$ cat src/rtl/wsr_pkg.sv
package wsr_pkg;
    typedef enum logic [1:0] {
        ST_IDLE = 2'd0,
        ST_LOAD = 2'd1,
        ST_PROG = 2'd2
    } wsr_state_t;
endpackage

$ cat src/rtl/wsr_fsm.sv
module wsr_fsm
    import wsr_pkg::*;
(
    input  logic       clk,
    input  logic       rst_n,
    input  logic       wr_en,
    input  logic       busy,
    output wsr_state_t state_q,
    output logic       enter_prog
);
    wsr_state_t state_d;

    always_ff @(posedge clk or negedge rst_n) begin
        if (!rst_n) state_q <= ST_IDLE;
        else        state_q <= state_d;
    end

    always_comb begin
        state_d = state_q;
        unique case (state_q)
            ST_IDLE: begin
                if (busy)       state_d = ST_PROG;
                else if (wr_en) state_d = ST_LOAD;
            end
            ST_LOAD: begin
                if (busy)       state_d = ST_PROG;
            end
            ST_PROG: begin
                if (!busy)      state_d = ST_IDLE;
            end
            default:            state_d = ST_IDLE;
        endcase
    end

    always_comb enter_prog = (state_q != ST_PROG) && busy;

    assert_begin_R6: assert property (@(posedge clk) disable iff (!rst_n)
        (state_q != ST_PROG && busy) |=> (state_q == ST_PROG));
    assert_finish_R6: assert property (@(posedge clk) disable iff (!rst_n)
        (state_q == ST_PROG && !busy) |=> (state_q == ST_IDLE));
endmodule

$ cat src/rtl/wsr_capture.sv
module wsr_capture
    import wsr_pkg::*;
#(
    parameter int DATA_W = 8
) (
    input  logic              clk,
    input  logic              rst_n,
    input  logic              wr_en,
    input  logic [DATA_W-1:0] wr_data,
    input  wsr_state_t        state_q,
    output logic [DATA_W-1:0] last_q
);
    logic take;

    always_comb take = wr_en && (state_q != ST_PROG);

    always_ff @(posedge clk or negedge rst_n) begin
        if (!rst_n)    last_q <= '0;
        else if (take) last_q <= wr_data;
    end

    assert_frozen_R9: assert property (@(posedge clk) disable iff (!rst_n)
        (state_q == ST_PROG) |=> $stable(last_q));
endmodule

$ cat src/rtl/wsr_toggle.sv
module wsr_toggle (
    input  logic clk,
    input  logic rst_n,
    input  logic enter_prog,
    input  logic poll,
    output logic tog_q
);
    always_ff @(posedge clk or negedge rst_n) begin
        if (!rst_n)          tog_q <= 1'b0;
        else if (enter_prog) tog_q <= 1'b0;
        else if (poll)       tog_q <= ~tog_q;
    end

    assert_tog_idle_R8: assert property (@(posedge clk) disable iff (!rst_n)
        (!poll && !enter_prog) |=> $stable(tog_q));
endmodule

$ cat src/rtl/wr_status_read.sv
module wr_status_read
    import wsr_pkg::*;
#(
    parameter int DATA_W = 8
) (
    input  logic              clk,
    input  logic              rst_n,
    input  logic              wr_en,
    input  logic [DATA_W-1:0] wr_data,
    input  logic              busy,
    input  logic              rd_en,
    input  logic [DATA_W-1:0] arr_rdata,
    output logic [DATA_W-1:0] rd_data
);
    localparam int INV_BIT = DATA_W - 1;
    localparam int TOG_BIT = DATA_W - 2;
    localparam int LOW_W   = DATA_W - 2;

    wsr_state_t        state_q;
    logic              enter_prog;
    logic [DATA_W-1:0] last_q;
    logic              tog_q;
    logic              poll;
    logic [DATA_W-1:0] status_word;

    wsr_fsm u_fsm (
        .clk(clk), .rst_n(rst_n), .wr_en(wr_en), .busy(busy),
        .state_q(state_q), .enter_prog(enter_prog)
    );

    wsr_capture #(.DATA_W(DATA_W)) u_cap (
        .clk(clk), .rst_n(rst_n), .wr_en(wr_en), .wr_data(wr_data),
        .state_q(state_q), .last_q(last_q)
    );

    wsr_toggle u_tog (
        .clk(clk), .rst_n(rst_n), .enter_prog(enter_prog),
        .poll(poll), .tog_q(tog_q)
    );

    always_comb begin
        poll        = rd_en && (state_q == ST_PROG);
        status_word = {~last_q[INV_BIT], tog_q, last_q[LOW_W-1:0]};
    end

    always_ff @(posedge clk or negedge rst_n) begin
        if (!rst_n)     rd_data <= '0;
        else if (poll)  rd_data <= status_word;
        else if (rd_en) rd_data <= arr_rdata;
    end

    assert_pass_R7: assert property (@(posedge clk) disable iff (!rst_n)
        (rd_en && state_q != ST_PROG) |=> (rd_data == $past(arr_rdata)));
    assert_hold_R8: assert property (@(posedge clk) disable iff (!rst_n)
        !rd_en |=> $stable(rd_data));
    assert_flip_R4: assert property (@(posedge clk) disable iff (!rst_n)
        (poll && $past(poll) && $past(state_q) == ST_PROG)
            |=> (rd_data[TOG_BIT] != $past(rd_data[TOG_BIT])));
    assert_low_R5: assert property (@(posedge clk) disable iff (!rst_n)
        poll |=> (rd_data[LOW_W-1:0] == $past(last_q[LOW_W-1:0])));
endmodule

$ cat config.mk
export PLATFORM = sky130hd
export DESIGN_NAME = wr_status_read
export DESIGN_NICKNAME = d
export VERILOG_FILES = /design/src/rtl/wsr_pkg.sv /design/src/rtl/wsr_fsm.sv /design/src/rtl/wsr_capture.sv /design/src/rtl/wsr_toggle.sv /design/src/rtl/wr_status_read.sv
export SDC_FILE = /design/constraint.sdc
export NUM_CORES = 1
export LEC_CHECK = 0
export CORE_MARGIN = 8
export CORE_UTILIZATION = 46
export CTS_CLUSTER_DIAMETER = 30
export CTS_CLUSTER_SIZE = 16
export DETAILED_ROUTE_END_ITERATION = 7
export GPL_ROUTABILITY_DRIVEN = 1
export GPL_TIMING_DRIVEN = 0
export PLACE_DENSITY = 0.78
export SLEW_MARGIN = 30
export SYNTH_ARGS = -nofsm -noshare
export SYNTH_HDL_FRONTEND = slang
export SYNTH_SLANG_ARGS = --single-unit
$ cat constraint.sdc
create_clock -name clk -period 1.95 [get_ports clk]
set_input_delay 0.4875 -clock clk [delete_from_list [all_inputs] [get_ports clk]]
set_output_delay 0.4875 -clock clk [all_outputs]
set_load 0.05 [all_outputs]
==> metrics.yaml <==
floorplan:
  die-area_um2: 3332
  start_util: 0.4741
  die_h_um: 57.72
  die_w_um: 57.72
  pin_count: 29
  rows: 15
  coreArea_um2: 1689
synthesis:
  synth.most_common_cell: "dfrtp_1"
  ys_top_cells_by_count: "18 x dfrtp_1, 9 x a21oi_1, 9 x nor2_1"
  synth_cells: 61
  syn-num-nets: 82
  synth_area_leaders: "dfrtp_1 56%, mux2_4 13%, mux2i_1 8.8%, a21oi_1 5.6%, nor2_1 4.2%"
  yosys_register_bits: 18
  async_flop_share: 1.000
  ys_seq_area_frac: 0.5625
  syn_area_um2: 800.8
  synth_cell_types: 16
  yosysTopAreaCell: "dfrtp_1"
  yosys_most_used_dff: "dfrtp_1"
  syn_avg_cell_area_um2: 13.13
  synth_top_area_share: 0.5625
  synth_warnings: 0
  synth_edf_count: 0
setup_path:
  path_buf_inv: 1
  crit_chain: "dlygate4sd2_1"
  r2r_setup_slack_ns: 0.79
  critPathTopFamily: "buffers and inverters"
  cp-startpoint: "rd_data[4]"
  worstReg2RegStart: "u_fsm.state_q[0]"
  max_stage_delay_ns: 0.54
  critPathCaptureType: "output pin"
  cp.depth: 1
  cp_max_fo: 2
  critPathLaunchType: "flip-flop"
  r2r-end: "u_cap.last_q[2]"
  slowest_stage: "dlygate4sd2_1"
  critPathKind: "reg -> out"
  cp_data_required_time_ns: 1.46
  endpoint: "rd_data[4]"
  cp.arrival_ns: 1.18
  r2r_cells: 3
clock_tree:
  cts_buffer_depth: 2
  insertion_delay_ns: 0.28
  numCtsBuffers: 3
  clk_pin_slew_ns: 0.09
  cts.sinks: 18
  clockRootBuffer: "clkbuf_4"
  cts_max_level: 1
  cts_tree: "yes"
  postCtsSetupBuffers: 0
final_layout:
  drive_above_1_share: 0.1667
  area_growth_pct: 38.12
  stdcell_count: 107
  fillers: 143
  num-nets-final: 113
  diodes: 0
global_route:
  grt_pass1_wl_um: 2622
  grt_max_degree: 19
  grt_pass1_vias: 558
  overflow: 0
  grt_usage: 0.1014
  antenna_found_initial: 0
routing:
  drc: 0
  met2_length_um: 767
  first_iter_violations: 6
  ant_nets: 0
  first_pass_iters: 3
  viasPerCell: 5.084
  maxUsedRoutingLayer: "met4"
  drt-met1-wl_um: 716
  vias: 544
  met3_wirelength_um: 91
  wl_um: 1622
  wire_per_inst_um: 15.16
status:
  status: "finished, final reports clean"
place:
  io_buffers: 26
  dp_cells: 104
  dpl.hpwl_um: 1244
  gp_congestion: 0.6945
timing:
  grt_setup_unrepaired: "false"
  finalCritPeriodShare: 0.8552
  fmax_mhz: 599.6
  period_minus_slack_ns: 1.668
  skew_ns: 0.007199
  max_slew_margin: 0.4756
  finalHoldViolCount: 0
  fin_tns_setup_ns: 0
  setup_viol: 0
  slew_violations: 0
  worstMarginPinSlew_ns: 0.7841
pwr:
  p_per_area_nw_per_um2: 823.6
  leakage_uw: 0.0005315
  p_seq_frac: 0.500
  switching_power_uw: 283.1
  power_switching_share: 0.3107
  peakVddDrop_uv: 568.3
  p_int_uw: 627.9
  power.share.clock: 0.190
  pwr-share-comb: 0.310
hold_path:
  min_path_type: "reg -> reg"
  hp-start: "u_cap.last_q[4]"
job:
  drv_cap: 0
## cells by family after synthesis
logic type             count (synthesis)  synth area share
AO/OA/AOI/OAI                         11           0.07187
XOR/XNOR                               1           0.01094
buffers and inverters                  3           0.03749
flip-flops                            18            0.5625
multiplexers                          14            0.2188
AND/OR/NAND/NOR                       14           0.09843
## metrics by stage
stage,instance area [µm²],hold WS [ns],worst slack [ns],util,total power [µW]
global placement,1082,0.4875,0.3160,0.6407,755.3
detailed placement,1082,0.4963,0.3181,0.6407,761.5
finish,1106,0.5201,0.2823,0.6548,911.0
global route,1106,0.5398,0.2381,0.6548,951.4
floorplan,800.8,0.1919,0.8548,-,647.5
CTS,1099,0.5217,0.002833,0.6504,926.7
## repair_timing
item | 4_1_cts | 5_1_grt
pin swaps | 0 | 0
setup endpoints to repair | 5 | 3
resized for setup | 5 | 3
hold buffers | 0 | 0
## final cells by class
cell class,count,area (µm²),area share
multi-input cells,40,320.3,0.2896
clock buffers,3,22.52,0.02036
plain buffers,3,30.03,0.02715
flip-flops and latches,18,450.4,0.4072
repair buffers,26,261.5,0.2364
well taps,17,21.27,0.01923
## worst register-to-register path, cell delays in order (launching register included)
cell and delay [ns]:
dfrtp_1 0.41, nand2b_4 0.17, nand2_4 0.16, mux2_4 0.31
## placed cells by master (no fill, tap or decap), drive strengths merged
cell	synthesis	final
o21ai	1	1
dlygate4sd2	0	5
nor2	9	9
nand2	1	1
dlymetal6s2s	0	3
xnor2	1	1
mux2	7	7
nor3b	1	1
dfrtp	18	18
nor3	1	1
nand2b	1	1
nand3b	1	1
buf	2	2
clkdlybuf4s50	0	18
clkbuf	1	4
a21boi	1	1
mux2i	7	7
a21oi	9	9
## registers in the layout, indices dropped and copies added, names as in the netlist
| signal | count |
|---|---|
| u_cap.last_q | 7 |
| u_tog.tog_q | 1 |
| u_fsm.state_q | 2 |
| rd_data | 8 |
## power groups by stage
stage               registers, µW  clock network (µW)  logic [µW]
floorplan                     542                   0         106
global placement              462                   0         294
detailed placement            464                   0         297
CTS                           457                 182         288
global route                  463                 188         300
finish                        456                 173         282
## routing by layer
metal,global-route usage,up-vias
li1,-,268
met1,0.1168,255
met2,0.1576,17
met3,0.02870,4
met4,0.07343,0
met5,0,-
## worst min-delay path by stage
stage,endpoint,slack (ns),cells past startpoint
after floorplan,rd_data[0],0.19,0
after global placement,u_fsm.state_q[1],0.49,1
after detailed placement,u_cap.last_q[1],0.50,1
after CTS,u_cap.last_q[1],0.52,1
after global routing,u_cap.last_q[5],0.54,1
final,u_cap.last_q[4],0.52,1
(Power assumes the default switching activity.)
